[config.mk]
export PLATFORM = sky130hd
export DESIGN_NAME = oversampled_rx
export DESIGN_NICKNAME = d
export VERILOG_FILES = /design/src/rtl/oversampled_rx.sv
export SDC_FILE = /design/constraint.sdc
export NUM_CORES = 1
export LEC_CHECK = 0
export ABC_AREA = 0
export BUFFER_PORTS_ARGS = -buffer_cell sky130_fd_sc_hd__buf_2
export CAP_MARGIN = 10
export CORE_ASPECT_RATIO = 1.1
export CORE_MARGIN = 10
export CORE_UTILIZATION = 40
export CTS_CLUSTER_SIZE = 30
export DETAILED_ROUTE_END_ITERATION = 16
export PLACE_DENSITY = 0.65
export SLEW_MARGIN = 20
export SYNTH_ARGS = -nofsm -noshare
export SYNTH_HDL_FRONTEND = slang
export SYNTH_SLANG_ARGS = --single-unit
[constraint.sdc]
create_clock -name clk -period 3.25 [get_ports clk]
set_input_delay 0.325 -clock clk [delete_from_list [all_inputs] [get_ports clk]]
set_output_delay 0.325 -clock clk [all_outputs]
set_load 0.01 [all_outputs]
[src/rtl/oversampled_rx.sv]
module oversampled_rx #(
  parameter int OVS = 16
) (
  input  logic       clk,
  input  logic       rst_n,
  input  logic       rx_in,
  input  logic       tick16,
  input  logic       rx_en,
  input  logic       nine_bit,
  input  logic       rd_stb,
  output logic [7:0] rd_data,
  output logic       rd_bit9,
  output logic       rd_ferr,
  output logic       overrun,
  input  logic       irq_en,
  output logic       data_ready,
  output logic       irq
);
  localparam int CW = $clog2(OVS);
  localparam logic [CW-1:0] SFIRST = CW'(OVS/2 - 2);
  localparam logic [CW-1:0] SLAST  = CW'(OVS/2);
  localparam logic [CW-1:0] CLAST  = CW'(OVS - 1);

  typedef enum logic [1:0] {IDLE, START, DATA, STOP} st_t;
  st_t st;

  logic          rx_m, rx_s, rx_p;
  logic [CW-1:0] cnt;
  logic [1:0]    votes;
  logic [3:0]    idx;
  logic          mode9;
  logic [8:0]    sr;
  logic [9:0]    ent0, ent1;
  logic [1:0]    fill;

  logic in_win, decide, bit_val, push, pop, ovr_set, wr_lo;
  logic [9:0] new_ent;

  assign in_win  = tick16 && cnt >= SFIRST && cnt <= SLAST;
  assign decide  = tick16 && cnt == SLAST;
  assign bit_val = ({1'b0, votes} + {2'b0, rx_s}) >= 3'd2;
  assign pop     = rd_stb && fill != 2'd0;
  assign push    = rx_en && st == STOP && decide && !overrun && (fill != 2'd2 || pop);
  assign ovr_set = rx_en && st == STOP && decide && !overrun && fill == 2'd2 && !pop;
  assign wr_lo   = (fill - {1'b0, pop}) == 2'd0;
  assign new_ent = {~bit_val, mode9 & sr[8], sr[7:0]};

  always_ff @(posedge clk or negedge rst_n) begin
    if (!rst_n) begin
      rx_m <= 1'b1; rx_s <= 1'b1; rx_p <= 1'b1;
      st <= IDLE; cnt <= '0; votes <= '0; idx <= '0;
      mode9 <= 1'b0; sr <= '0; overrun <= 1'b0;
    end else begin
      rx_m <= rx_in;
      rx_s <= rx_m;
      rx_p <= rx_s;
      if (!rx_en) begin
        st <= IDLE;
        overrun <= 1'b0;
      end else if (st == IDLE) begin
        if (rx_p && !rx_s) begin
          st <= START; cnt <= '0; votes <= '0; sr <= '0; mode9 <= nine_bit;
        end
      end else if (tick16) begin
        cnt <= (cnt == CLAST) ? '0 : cnt + 1'b1;
        if (decide) begin
          votes <= '0;
          case (st)
            START: if (bit_val) st <= IDLE;
                   else begin st <= DATA; idx <= '0; end
            DATA: begin
              sr[idx] <= bit_val;
              idx <= idx + 4'd1;
              if (idx == (mode9 ? 4'd8 : 4'd7)) st <= STOP;
            end
            default: begin
              st <= IDLE;
              if (ovr_set) overrun <= 1'b1;
            end
          endcase
        end else if (in_win && rx_s) begin
          votes <= votes + 2'd1;
        end
      end
    end
  end

  always_ff @(posedge clk or negedge rst_n) begin
    if (!rst_n) begin
      ent0 <= '0; ent1 <= '0; fill <= '0;
    end else begin
      if (pop) ent0 <= ent1;
      if (push) begin
        if (wr_lo) ent0 <= new_ent;
        else       ent1 <= new_ent;
      end
      fill <= fill + {1'b0, push} - {1'b0, pop};
    end
  end

  assign rd_data    = ent0[7:0];
  assign rd_bit9    = ent0[8];
  assign rd_ferr    = ent0[9];
  assign data_ready = fill != 2'd0;
  assign irq        = data_ready & irq_en;
endmodule

[Word-level counts from Yosys, hierarchy flattened]
Index checks and enable logic that the tools add are counted.
Operators by class
  $add $sub $neg: 7
  magnitude comparators: 5
  eq/ne operators: 19
  muxes and demuxes: 37
  bitwise operators: 5
  reductions and logical operators: 34
Operators with widths (number)
  two-way mux 9 bit: 5
  two-way mux 10 bit: 3
  two-way mux 2 bit: 12
  two-way mux 4 bit: 6
  logical AND 1 bit: 13
  inequality test 2 bit, second input constant: 5
  AND reduction 5 bit: 2
  nonzero test 2 bit: 5
  bitwise mux 9 bit: 1
  adder 4 x 1 -> 4 bit, second input constant: 2
  equality test 4 bit, second input constant: 2
  case mux 4 bit (2 select lines): 1
  AND reduction 4 bit: 2
  two-way mux 1 bit: 7
  equality test 2 bit, second input constant: 3
  inequality test 2 x 1 -> 1 bit, second input constant: 3
  inequality test 3 x 2 -> 1 bit, second input constant: 2
  AND reduction 3 bit: 2
  AND reduction 6 bit: 1
  < comparator 4 x 5 -> 1 bit, second input constant: 1
  demux 1 bit (select 4 bit): 1
  equality test 4 bit: 1
  >= comparator 4 x 1 -> 1 bit, second input constant: 1
  >= comparator 4 x 3 -> 1 bit, second input constant: 1
  18 further kinds: 25
Word-level totals
  flip-flop bits (word level): 48
  input port bits: 8
  output and inout bits: 13
  logic and storage cells: 120

[Longest topological paths before layout]
Gate-level depths: netlist (run 1).
  depth after elaboration: 12
  gate-level depth with buffers: 9
  mapped depth without buffers: 8

[Worst setup path after synthesis (run 1)]
No wires, ideal clock.
  path kind: register -> register
  start: reg cnt[2]
  end: reg fill[1]
  setup time: 123 ps
  arrival: 1907 ps
  required time: 3127 ps
  path slack: 1220 ps
  stages on the path, launching flop included: 10
  buffers on the path: 1
  period minus slack after synthesis: 2030 ps
  cell sequence: dfrtp_1 > buf_6 > nor4b_4 > nand4_1 > nand2b_1 > ha_1 > inv_1 > ha_1 > xnor2_1 > xnor2_1
Between the ends
  cells in the longest elaborated chain, start to end: 7
Ends and longest elaborated chain
  start, declared: RTL line 28  | logic [CW-1:0] cnt;
  start signal, assigned: RTL line 65  | cnt <= (cnt == CLAST) ? '0 : cnt + 1'b1;
  equality test 4 bit: RTL line 40  | assign decide = tick16 && cnt == SLAST;
  logical AND 1 bit: RTL line 40
  logical AND 1 bit (3 in series): RTL line 43  | assign push = rx_en && st == STOP && decide && !overrun && (fill != 2'd2 || pop);
  adder 2 x 1 -> 2 bit: RTL line 97  | fill <= fill + {1'b0, push} - {1'b0, pop};
  subtractor 2 x 1 -> 2 bit: RTL line 97
  end signal, assigned: RTL line 97
  end, declared: RTL line 34  | logic [1:0] fill;
No other way between the ends.
A chain may end at the register's enable or synchronous reset.

[Worst setup path in the final report (run 1)]
  start: reg cnt[2]
  end: reg ent0[0]
Between the ends
  cells in the longest elaborated chain, start to end: 6
Ends and longest elaborated chain
  equality test 4 bit: RTL line 40
  logical AND 1 bit: RTL line 40
  logical AND 1 bit (3 in series): RTL line 43
  two-way mux 10 bit: RTL line 93  | if (push) begin
  end signal, assigned: RTL line 92  | if (pop) ent0 <= ent1;
  end signal, assigned: RTL line 94  | if (wr_lo) ent0 <= new_ent;
  end, declared: RTL line 33  | logic [9:0] ent0, ent1;
No other way between the ends.

==> results by group, run 1 <==
Status
  • Status: finished clean

Floorplanning
  • FP Rows: 30
  • Core Footprint: 6190 µm²
  • Die height: approximately 100 µm
  • Io pins: 21
  • Die area: 9960 µm²
  • Initial Util: 0.411
  • Die Width: 96.1 µm

Synthesis
  • Count of cell types in the netlist: 45
  • Synth top area cells: dfrtp_1 44%, mux2_2 7.5%, ha_1 5.9%
  • EDFF count, synth: 0
  • Cell count after synthesis: 239
  • Ys Warns: 0
  • Cell taking the most area after synthesis: dfrtp_1
  • Mapped Area: 2550 µm²
  • Post-synthesis area per instance: 10.7 µm²
  • Net Count, Synth: 259
  • Post-synth top area share: 0.442
  • Synth Register Bits: 48
  • FFs w/ async S/R, synth: 1.00
  • Register area share after synthesis: 0.473
  • Most used DFF post-synth: dfrtp_1

Drt
  • WL final: 4.72 mm
  • Routed wire length per instance: roughly 14 µm
  • Vias/cell: approximately 5.2
  • Post-DRT Antenna Nets: 0
  • First-pass detailed-route iteration total: 4
  • Residual DRC: 0
  • Via Count: 1774
  • Initial DRC Count: 65

Place
  • GPL Wtd Cong: 0.773
  • Placed insts: 331
  • HPWL after detailed placement: 3.44 mm
  • Dpl ws: between 900 and 1000 ps
  • Buffers added on ports: 20

Timing
  • Min cycle time layout: about 2300 ps
  • Final worst-path cycle share: 0.716
  • RSZ-0062 raised after global routing: false
  • PnR worst setup slack: 924 ps
  • Worst-Margin Slew: 695 ps
  • Worst hold slack: about 9.8 ps
  • Clk_skew: 12.8 ps
  • Setup TNS: 0 ps
  • Slew headroom: 0.537
  • Fmax: 430 MHz
  • Final Slew Violations: 0
  • Final setup violation count: 0
  • Final hold viol count: 0

Critical path
  • Critical path, cell by cell: nor4b_4, nand4_1, or3_1, mux2_4
  • CP Data Required Time: 3440 ps
  • Worst Setup End Kind: register
  • Setup crit start kind: register
  • CP peak stage delay: approximately 610 ps
  • Reg-to-Reg Start: cnt[2]
  • Flop2flop setup slack: 920 ps
  • Critical path class: reg -> reg
  • R2R cell count: 4
  • CP Max Fanout: 10
  • Worst Path Arrival: roughly 2500 ps
  • R2r endpoint: ent0[0]
  • Critical Path Slowest Stage Cell: or3_1
  • Setup crit start: cnt[2]
  • Crit path to: ent0[0]

Power
  • Leak pwr: 1.35 nW
  • Power Dens Cells: 498 nW/µm²
  • Maximum vdd drop: 0.222 mV

Clock tree
  • Clock Pin Slew Worst Setup and Hold Paths: roughly 90 ps
  • PostCTS Resize Cnt: 0
  • Total CTS buffers: 5
  • Sink Count: between 40 and 50
  • # Post-CTS Setup Buffers: 0
  • Clock Root Buffer: clkbuf_8
  • CTS tree: built
  • Later-pin clock latency in the skew report: ~310 ps
  • Hold Buf Count CTS: 0
  • Max clock buf depth: 2
  • H-tree depth: 2

Layout
  • Multi-input logic area: 1260 µm²
  • Utilization after layout: 0.457
  • Most frequent cells in the layout: 45 x dfrtp_1, 30 x o21ai_0, 26 x nand2_1
  • Most common cell after layout, fill and taps aside: dfrtp_1
  • Sequential cell area: 1200 µm²
  • Non-Filler Instances: ~340
  • Fillers: 598
  • Synthesis-to-finish area growth: 11.1%
  • N_diodes: 0
  • Final #Nets: 278
  • Fraction of layout cells with a size suffix above 1: 0.236

GRT
  • Total congestion overflow: 0
  • Number of global-route vias before repair: around 1800
  • First-pass GRT wire length: 8.50 mm
  • Initial antenna violation count: 0
  • Total track usage: 0.103
  • Largest net degree at the start of global routing: 49

Hold path
  • Worst min path class: in -> async

Job
  • Max Cap Violations: 0
-- worst max-delay path: cells and delay by family (launching register included) --
kind	cells	cell delay [ps]
simple gates	3	1350
flops	1	480
mux	1	390
-- kinds of logic after synthesis --
group,share of synthesized area
AND/OR/NAND/NOR,0.147
AO/OA/AOI/OAI,0.142
flip-flops,0.473
multiplexers,0.138
buffers and inverters,0.0344
adder cells (fa/ha/maj),0.0590
XOR/XNOR,0.00688
-- worst min path at each step --
stage | end | from | cells past startpoint
CTS | rx_m | rx_in | 1
finish | cnt[2] | rst_n | 1
global route | cnt[3] | rst_n | 1
global placement | rx_s | rx_m | 0
detailed placement | rx_s | rx_m | 0
floorplan | cnt[0] | rst_n | 0
-- Yosys cell counts, types with 5 or more instances --
library cell / number
dfrtp_1: 45
o21ai_0: 30
nand2_1: 26
mux2_2: 17
a21oi_1: 13
ha_1: 12
inv_1: 10
mux2_4: 8
nor2b_1: 8
clkbuf_1: 5
nand3_1: 5
nor2_1: 5
-- layer usage --
layer  wire, µm  vias to the layer above  global-route usage
li1           -                      889                   -
met1       2200                      860               0.129
met2       2210                       18               0.160
met3        241                        7              0.0318
met4         70                        0              0.0369
met5          0                        -                   0
-- area by class of cell --
| cell class | count | area share |
|---|---|---|
| inverters | 10 | 0.0133 |
| multi-input cells | 172 | 0.446 |
| flip-flops and latches | 48 | 0.426 |
| repair buffers | 21 | 0.0389 |
| clock inverters | 3 | 0.0164 |
| clock buffers | 5 | 0.0243 |
| well taps | 80 | 0.0354 |
-- flip-flops by register name, indices dropped and copies added (netlist names), 2 cells and up --
register,count
ent1,10
idx,4
sr,9
fill,2
ent0,10
votes,2
st,2
cnt,4
-- metrics by stage --
step	power (mW)	cell area, µm²
floorplan	0.901	2550
global placement	0.960	2700
detailed placement	0.970	2700
CTS	1.42	2820
global route	1.49	2830
finish	1.41	2830
-- where the power goes --
part	switching [mW]	internal (mW)	total, mW
clock	0.217	0.232	0.449
sequential	0.0576	0.638	0.696
combinational	0.145	0.118	0.263
No activity file was read; power rests on OpenSTA's default activity.
==> run 2: changes to the inputs <==
--- a/config.mk
+++ b/config.mk
@@ -5,7 +5,7 @@
 export SDC_FILE = /design/constraint.sdc
 export NUM_CORES = 1
 export LEC_CHECK = 0
-export ABC_AREA = 0
+export ABC_AREA = 1
 export BUFFER_PORTS_ARGS = -buffer_cell sky130_fd_sc_hd__buf_2
 export CAP_MARGIN = 10
 export CORE_ASPECT_RATIO = 1.1
@@ -13,7 +13,7 @@
 export CORE_UTILIZATION = 40
 export CTS_CLUSTER_SIZE = 30
 export DETAILED_ROUTE_END_ITERATION = 16
-export PLACE_DENSITY = 0.65
+export PLACE_DENSITY = 0.67
 export SLEW_MARGIN = 20
 export SYNTH_ARGS = -nofsm -noshare
 export SYNTH_HDL_FRONTEND = slang
==> constraint.sdc (replaced) <==
create_clock -name clk -period 2.03 [get_ports clk]
set_input_delay 0.203 -clock clk [delete_from_list [all_inputs] [get_ports clk]]
set_output_delay 0.203 -clock clk [all_outputs]
set_load 0.01 [all_outputs]
==> run 2 against run 1 <==
Via count grew 24%; clock power grew 85%; register-to-register slack lost 730 ps; design area grew 9.1%; fmax grew 27%; area after synthesis grew 8.2%; total power grew 100%; hold slack gained 140 ps; first-iteration DRC count grew 110%; critical path type unchanged; largest cell class unchanged; largest power group unchanged.
==> results by group, run 2 <==
Clock tree
  • CTS tree: built
  • Sink Count: 48
  • Total CTS buffers: 5
  • Clock Root Buffer: clkbuf_8
  • Max clock buf depth: 2
  • Clock Pin Slew Worst Setup and Hold Paths: 90 ps
  • H-tree depth: 2
  • PostCTS Resize Cnt: 0
  • # Post-CTS Setup Buffers: 0
  • Hold Buf Count CTS: 2
  • Later-pin clock latency in the skew report: 310 ps

Layout
  • Fraction of layout cells with a size suffix above 1: 0.182
  • Most common cell after layout, fill and taps aside: nand2_1
  • Synthesis-to-finish area growth: 12.0%
  • Most frequent cells in the layout: 115 x nand2_1, 45 x dfrtp_1, 40 x inv_1
  • Final #Nets: 388
  • N_diodes: 0
  • Biggest regs: ent0 (10), ent1 (10), sr (9)
  • Design area: 3090 µm²
  • Fillers: around 660

Power
  • Power Dens Cells: 921 nW/µm²
  • Leak pwr: 1.56 nW
  • Maximum vdd drop: 0.363 mV

Floorplanning
  • Initial Util: 0.415
  • Die Width: 99.1 µm
  • FP Rows: 31
  • Io pins: 21
  • Die height: 107 µm
  • Die area: 10600 µm²
  • Core Footprint: 6630 µm²

Timing
  • Final worst-path cycle share: 0.904
  • Final hold viol count: 0
  • Final setup violation count: 0
  • Final Slew Violations: 0
  • Min cycle time layout: 1830 ps
  • Slew headroom: 0.749
  • Worst hold slack: about 150 ps
  • Setup TNS: 0 ps
  • RSZ-0062 raised after global routing: false
  • Clk_skew: 12.4 ps
  • Fmax: approximately 550 MHz
  • Worst-Margin Slew: 376 ps

Synthesis
  • Commonest cells in the netlist: 115 x nand2_1, 45 x dfrtp_1, 40 x inv_1, 26 x nor2_1, 14 x o21ai_2
  • Cell count after synthesis: ~340
  • Most used DFF post-synth: dfrtp_1
  • Largest family of logic cells by synthesized area: simple AND/OR/NAND/NOR gates
  • Cell taking the most area after synthesis: dfrtp_1
  • Post-synthesis area per instance: ~8.0 µm²
  • FFs w/ async S/R, synth: 1.00
  • Synth Area in XOR/XNOR: 0.0159
  • Ys Warns: 0
  • Count leader, synth: nand2_1
  • Post-synthesis adder-cell area fraction: 0.0545
  • Count of cell types in the netlist: 32
  • Synth Register Bits: 48
  • Register area share after synthesis: 0.438
  • Mapped Area: approximately 2800 µm²
  • Net Count, Synth: between 300 and 400
  • Mux contribution to synthesized area: 0
  • EDFF count, synth: 0
  • Synth top area cells: dfrtp_1 41%, nand2_1 16%, ha_1 5.5%
  • Synth Area in Compound Gates: 0.0959
  • Post-Synth Simple-Gate Area: 0.311
  • Post-synth top area share: 0.409

Drt
  • WL final: 5.42 mm
  • Initial DRC Count: 138
  • Routed wire length per instance: 12.0 µm
  • First-pass detailed-route iteration total: 4
  • Post-DRT Antenna Nets: 0
  • Residual DRC: 0
  • Via Count: 2191
  • Vias/cell: between 4 and 5

Critical path
  • Reg-to-Reg Start: cnt[2]
  • Top delay family on crit path: simple AND/OR/NAND/NOR gates
  • Setup crit start: cnt[2]
  • Flop2flop setup slack: 200 ps
  • Critical Path Slowest Stage Cell: dfrtp_1
  • CP Max Fanout: 5
  • Setup crit start kind: register
  • Buf/Inv on CP: 1
  • CP Data Required Time: 2270 ps
  • Worst Path Arrival: approximately 2100 ps
  • Worst Setup End Kind: register
  • CP peak stage delay: 440 ps
  • Most Frequent Cell on Critical Path: ha_1
  • Critical path class: reg -> reg
  • Critical path, cell by cell: nor2_2, nand3_4, nor2_8, nand2_1, ha_1, inv_1, ha_1, xnor2_1, xor2_1

Place
  • Buffers added on ports: 20
  • GPL Wtd Cong: 0.838
  • HPWL after detailed placement: 4.15 mm
  • Cell Area, Placed: around 2900 µm²

GRT
  • Initial antenna violation count: 0
  • Total track usage: 0.107
  • First-pass GRT wire length: 9.65 mm
  • Total congestion overflow: 0
  • Number of global-route vias before repair: ~2100
  • Largest net degree at the start of global routing: 26

Hold path
  • Worst min path class: in -> reg
  • Hold Path Origin: nine_bit

Status
  • Status: finished clean

Job
  • Max Cap Violations: 0
run 2: changes by cell type after synthesis, moves of 9 or more:
cell,delta
inv_1,+30
mux2_2,-17
nand2_1,+89
nand4_1,+9
nor2_1,+21
o21ai_0,-22
o21ai_1,+10
o21ai_2,+14
run 2: kinds of logic (layout without fill, tap and decap cells):
kind of cell	after synthesis	count (layout)
AO/OA/AOI/OAI	41	41
XOR/XNOR	5	5
adder cells (fa/ha/maj)	12	12
buffers and inverters	53	79
flip-flops	48	48
AND/OR/NAND/NOR	184	184
run 2: final timing paths:
check / end / cells after the start
max: fill[1] / 9
min: mode9 / 3
max reg2reg: fill[1] / 9
min reg2reg: rx_s / 0
max in group asynchronous: ent0[3] / 3
min in group asynchronous: cnt[3] / 2
run 2: where the power goes:
group	internal [mW]	leakage [nW]	total (mW)	switching, mW
Clock	0.496	0.0687	0.832	0.337
Sequential	1.05	0.630	1.14	0.0943
Combinational	0.297	0.859	0.865	0.568
Total	1.84	1.56	2.84	0.999
run 2: layout make-up:
type	count	area, µm²	share of cell area
multi-input cells	242	1310	0.426
flip-flops and latches	48	1200	0.391
inverters	43	161	0.0523
clock inverters	3	68.8	0.0223
repair buffers	28	165	0.0535
clock buffers	5	68.8	0.0223
well taps	82	103	0.0333
run 2: tightest hold or removal path, cell delays in order:
cell	delay, ps
buf_2	80
nor2_1	30
a21oi_1	100
run 2: metrics by stage:
step / setup slack, ps / power (mW) / utilization / cells
2_1_floorplan: 314 / 1.81 / - / 343
3_3_place_gp: 268 / 2.01 / 0.441 / 441
3_5_place_dp: 183 / 2.03 / 0.441 / 441
4_1_cts: 177 / 2.87 / 0.465 / 451
5_1_grt: 76.3 / 3.05 / 0.465 / 451
6_report: 195 / 2.84 / 0.465 / 451
run 2: per-layer routing:
layer  part of all wire  track usage  wire length (µm)  up-vias
li1                   -            -                 -     1131
met4              0.014       0.0318                76        0
met2               0.46        0.180              2510       26
met1               0.48        0.129              2600     1027
met5                  0            0                 0        -
met3              0.043       0.0315               232        7
==> run 3: changes to the inputs <==
--- a/config.mk
+++ b/config.mk
@@ -5,7 +5,6 @@
 export SDC_FILE = /design/constraint.sdc
 export NUM_CORES = 1
 export LEC_CHECK = 0
-export ABC_AREA = 1
 export BUFFER_PORTS_ARGS = -buffer_cell sky130_fd_sc_hd__buf_2
 export CAP_MARGIN = 10
 export CORE_ASPECT_RATIO = 1.1
@@ -13,7 +12,7 @@
 export CORE_UTILIZATION = 40
 export CTS_CLUSTER_SIZE = 30
 export DETAILED_ROUTE_END_ITERATION = 16
-export PLACE_DENSITY = 0.67
+export PLACE_DENSITY = 0.65
 export SLEW_MARGIN = 20
 export SYNTH_ARGS = -nofsm -noshare
 export SYNTH_HDL_FRONTEND = slang
==> constraint.sdc (replaced) <==
create_clock -name clk -period 1.7 [get_ports clk]
set_input_delay 0.17 -clock clk [delete_from_list [all_inputs] [get_ports clk]]
set_output_delay 0.17 -clock clk [all_outputs]
set_load 0.01 [all_outputs]
==> run 3 against run 2 <==
The run now ends with negative setup slack left; non-clock buffer count increased by 26; first-iteration DRC count increased by 38%; largest cell class unchanged; via count down 10%; critical endpoint unchanged; core utilization up 6.6 points; global-route usage grew 0.66 points; largest power group unchanged; register-to-register slack got worse by 300 ps.
==> results by group, run 3 (synthesis gave the netlist of run 1 again) <==
Critical path
  • Crit path to: fill[1]
  • Critical path class: reg -> reg
  • CP peak stage delay: 410 ps
  • Setup crit start: cnt[0]
  • R2r endpoint: fill[1]
  • Buf/Inv on CP: 1
  • Critical Path Slowest Stage Cell: dfrtp_1
  • Critical path, cell by cell: nor4b_4, nand4_1, nand2b_4, ha_4, inv_4, ha_4, xnor2_2, xnor2_1
  • Top delay family on crit path: simple AND/OR/NAND/NOR gates
  • Most Frequent Cell on Critical Path: ha_4
  • CP Data Required Time: about 1900 ps
  • R2R cell count: 8
  • Reg-to-Reg Start: cnt[0]
  • Flop2flop setup slack: -110 ps
  • Worst Path Arrival: approximately 2000 ps
  • WP depth: 8
  • CP Max Fanout: 2
  • Setup crit start kind: register
  • Worst Setup End Kind: register

Drt
  • Residual DRC: 0
  • Initial DRC Count: 191
  • First-pass detailed-route iteration total: 4
  • Post-DRT Antenna Nets: 0
  • Routed wire length per instance: between 10 and 15 µm
  • Vias/cell: 5.26
  • WL final: approximately 5.5 mm
  • Via Count: 1963

Clock tree
  • Later-pin clock latency in the skew report: 300 ps
  • Total CTS buffers: 5
  • Max clock buf depth: 2
  • Clock Root Buffer: clkbuf_8
  • Clock Pin Slew Worst Setup and Hold Paths: 90 ps
  • CTS tree: built
  • Sink Count: between 40 and 50
  • H-tree depth: 2

GRT
  • Initial antenna violation count: 0
  • Total track usage: 0.114
  • First-pass GRT wire length: around 9.4 mm
  • Number of global-route vias before repair: 2025
  • Largest net degree at the start of global routing: 32
  • Total congestion overflow: 0

Floorplanning
  • Die Width: 96.1 µm
  • Io pins: 21
  • Die height: between 100 and 150 µm
  • Initial Util: 0.411
  • Die area: 9960 µm²
  • FP Rows: 30
  • Core Footprint: ~6200 µm²

Status
  • Violated checks: negative setup slack
  • Status: complete, but fails checks

Layout
  • Biggest regs: ent0 (10), ent1 (10), sr (9)
  • Final #Nets: about 310
  • Fraction of layout cells with a size suffix above 1: 0.396
  • N_diodes: 0
  • Synthesis-to-finish area growth: 29.2%
  • Most common cell after layout, fill and taps aside: dfrtp_1
  • Most frequent cells in the layout: 45 x dfrtp_1, 25 x nand2_1, 23 x buf_4

Timing
  • Final Slew Violations: 0
  • Final setup violation count: 11
  • Slew headroom: 0.649
  • Final worst-path cycle share: 1.06
  • Fmax: 553 MHz
  • Setup TNS: -570 ps
  • Clk_skew: a little under 10 ps
  • PnR worst setup slack: -109 ps
  • Min cycle time layout: 1810 ps
  • Worst-Margin Slew: 524 ps
  • Final hold viol count: 0
  • RSZ-0062 raised after global routing: true
  • Worst hold slack: 93.7 ps

Place
  • GPL Wtd Cong: 0.737
  • Buffers added on ports: 20
  • HPWL after detailed placement: 3.93 mm

Hold path
  • Worst min path class: in -> reg

Power
  • Tot Pwr: just over 3 mW
  • Power Dens Cells: 948 nW/µm²
  • Maximum vdd drop: 0.677 mV
  • Leak pwr: 1.58 nW

Job
  • Max Cap Violations: 0
[run 3: timing repair]
action                                  CTS  global route
pin swaps                                 5            17
endpoints found under the setup margin   20            35
gates resized for setup                  10            41
setup buffers                             2             4
endpoints found under the hold margin    17             0
gates cloned                              0             3
hold buffers                              2             0
[run 3: power breakdown]
part           internal [mW]  total [mW]  switching [mW]
clock                  0.481       0.878           0.397
combinational          0.515       0.963           0.449
sequential              1.22        1.28          0.0580
total                   2.22        3.12           0.904
[run 3: worst min path at each step]
stage	startpoint	slack, ps	cells after the start	endpoint
5_1_grt	nine_bit	110	2	mode9
3_3_place_gp	rst_n	140	1	st[0]
3_5_place_dp	rst_n	140	1	st[0]
6_report	nine_bit	90	2	mode9
4_1_cts	nine_bit	90	2	mode9
2_1_floorplan	rst_n	-130	0	cnt[0]
[run 3: area by class of cell]
| type | instances | area [µm²] |
|---|---|---|
| clock inverters | 2 | 38.8 |
| inverters | 10 | 40.0 |
| repair buffers | 54 | 429 |
| clock buffers | 6 | 82.6 |
| multi-input cells | 173 | 1400 |
| fillers | 565 | 2900 |
| well taps | 80 | 100 |
| flip-flops and latches | 48 | 1200 |
[run 3: stage by stage]
step / worst slack, ps / instances / util / cell area [µm²]
finish: -109 / 373 / 0.531 / 3290
CTS: -123 / 366 / 0.506 / 3130
floorplan: -312 / 239 / - / 2570
global route: -214 / 373 / 0.531 / 3290
global placement: -89.8 / 354 / 0.472 / 2920
detailed placement: -155 / 354 / 0.472 / 2920
[run 3: layer usage]
| metal | wire (µm) | vias to the layer above | track usage |
|---|---|---|---|
| li1 | - | 960 | - |
| met2 | 2720 | 31 | 0.183 |
| met4 | 94 | 0 | 0.0390 |
| met3 | 215 | 7 | 0.0253 |
| met1 | 2480 | 965 | 0.144 |
| met5 | 0 | - | 0 |
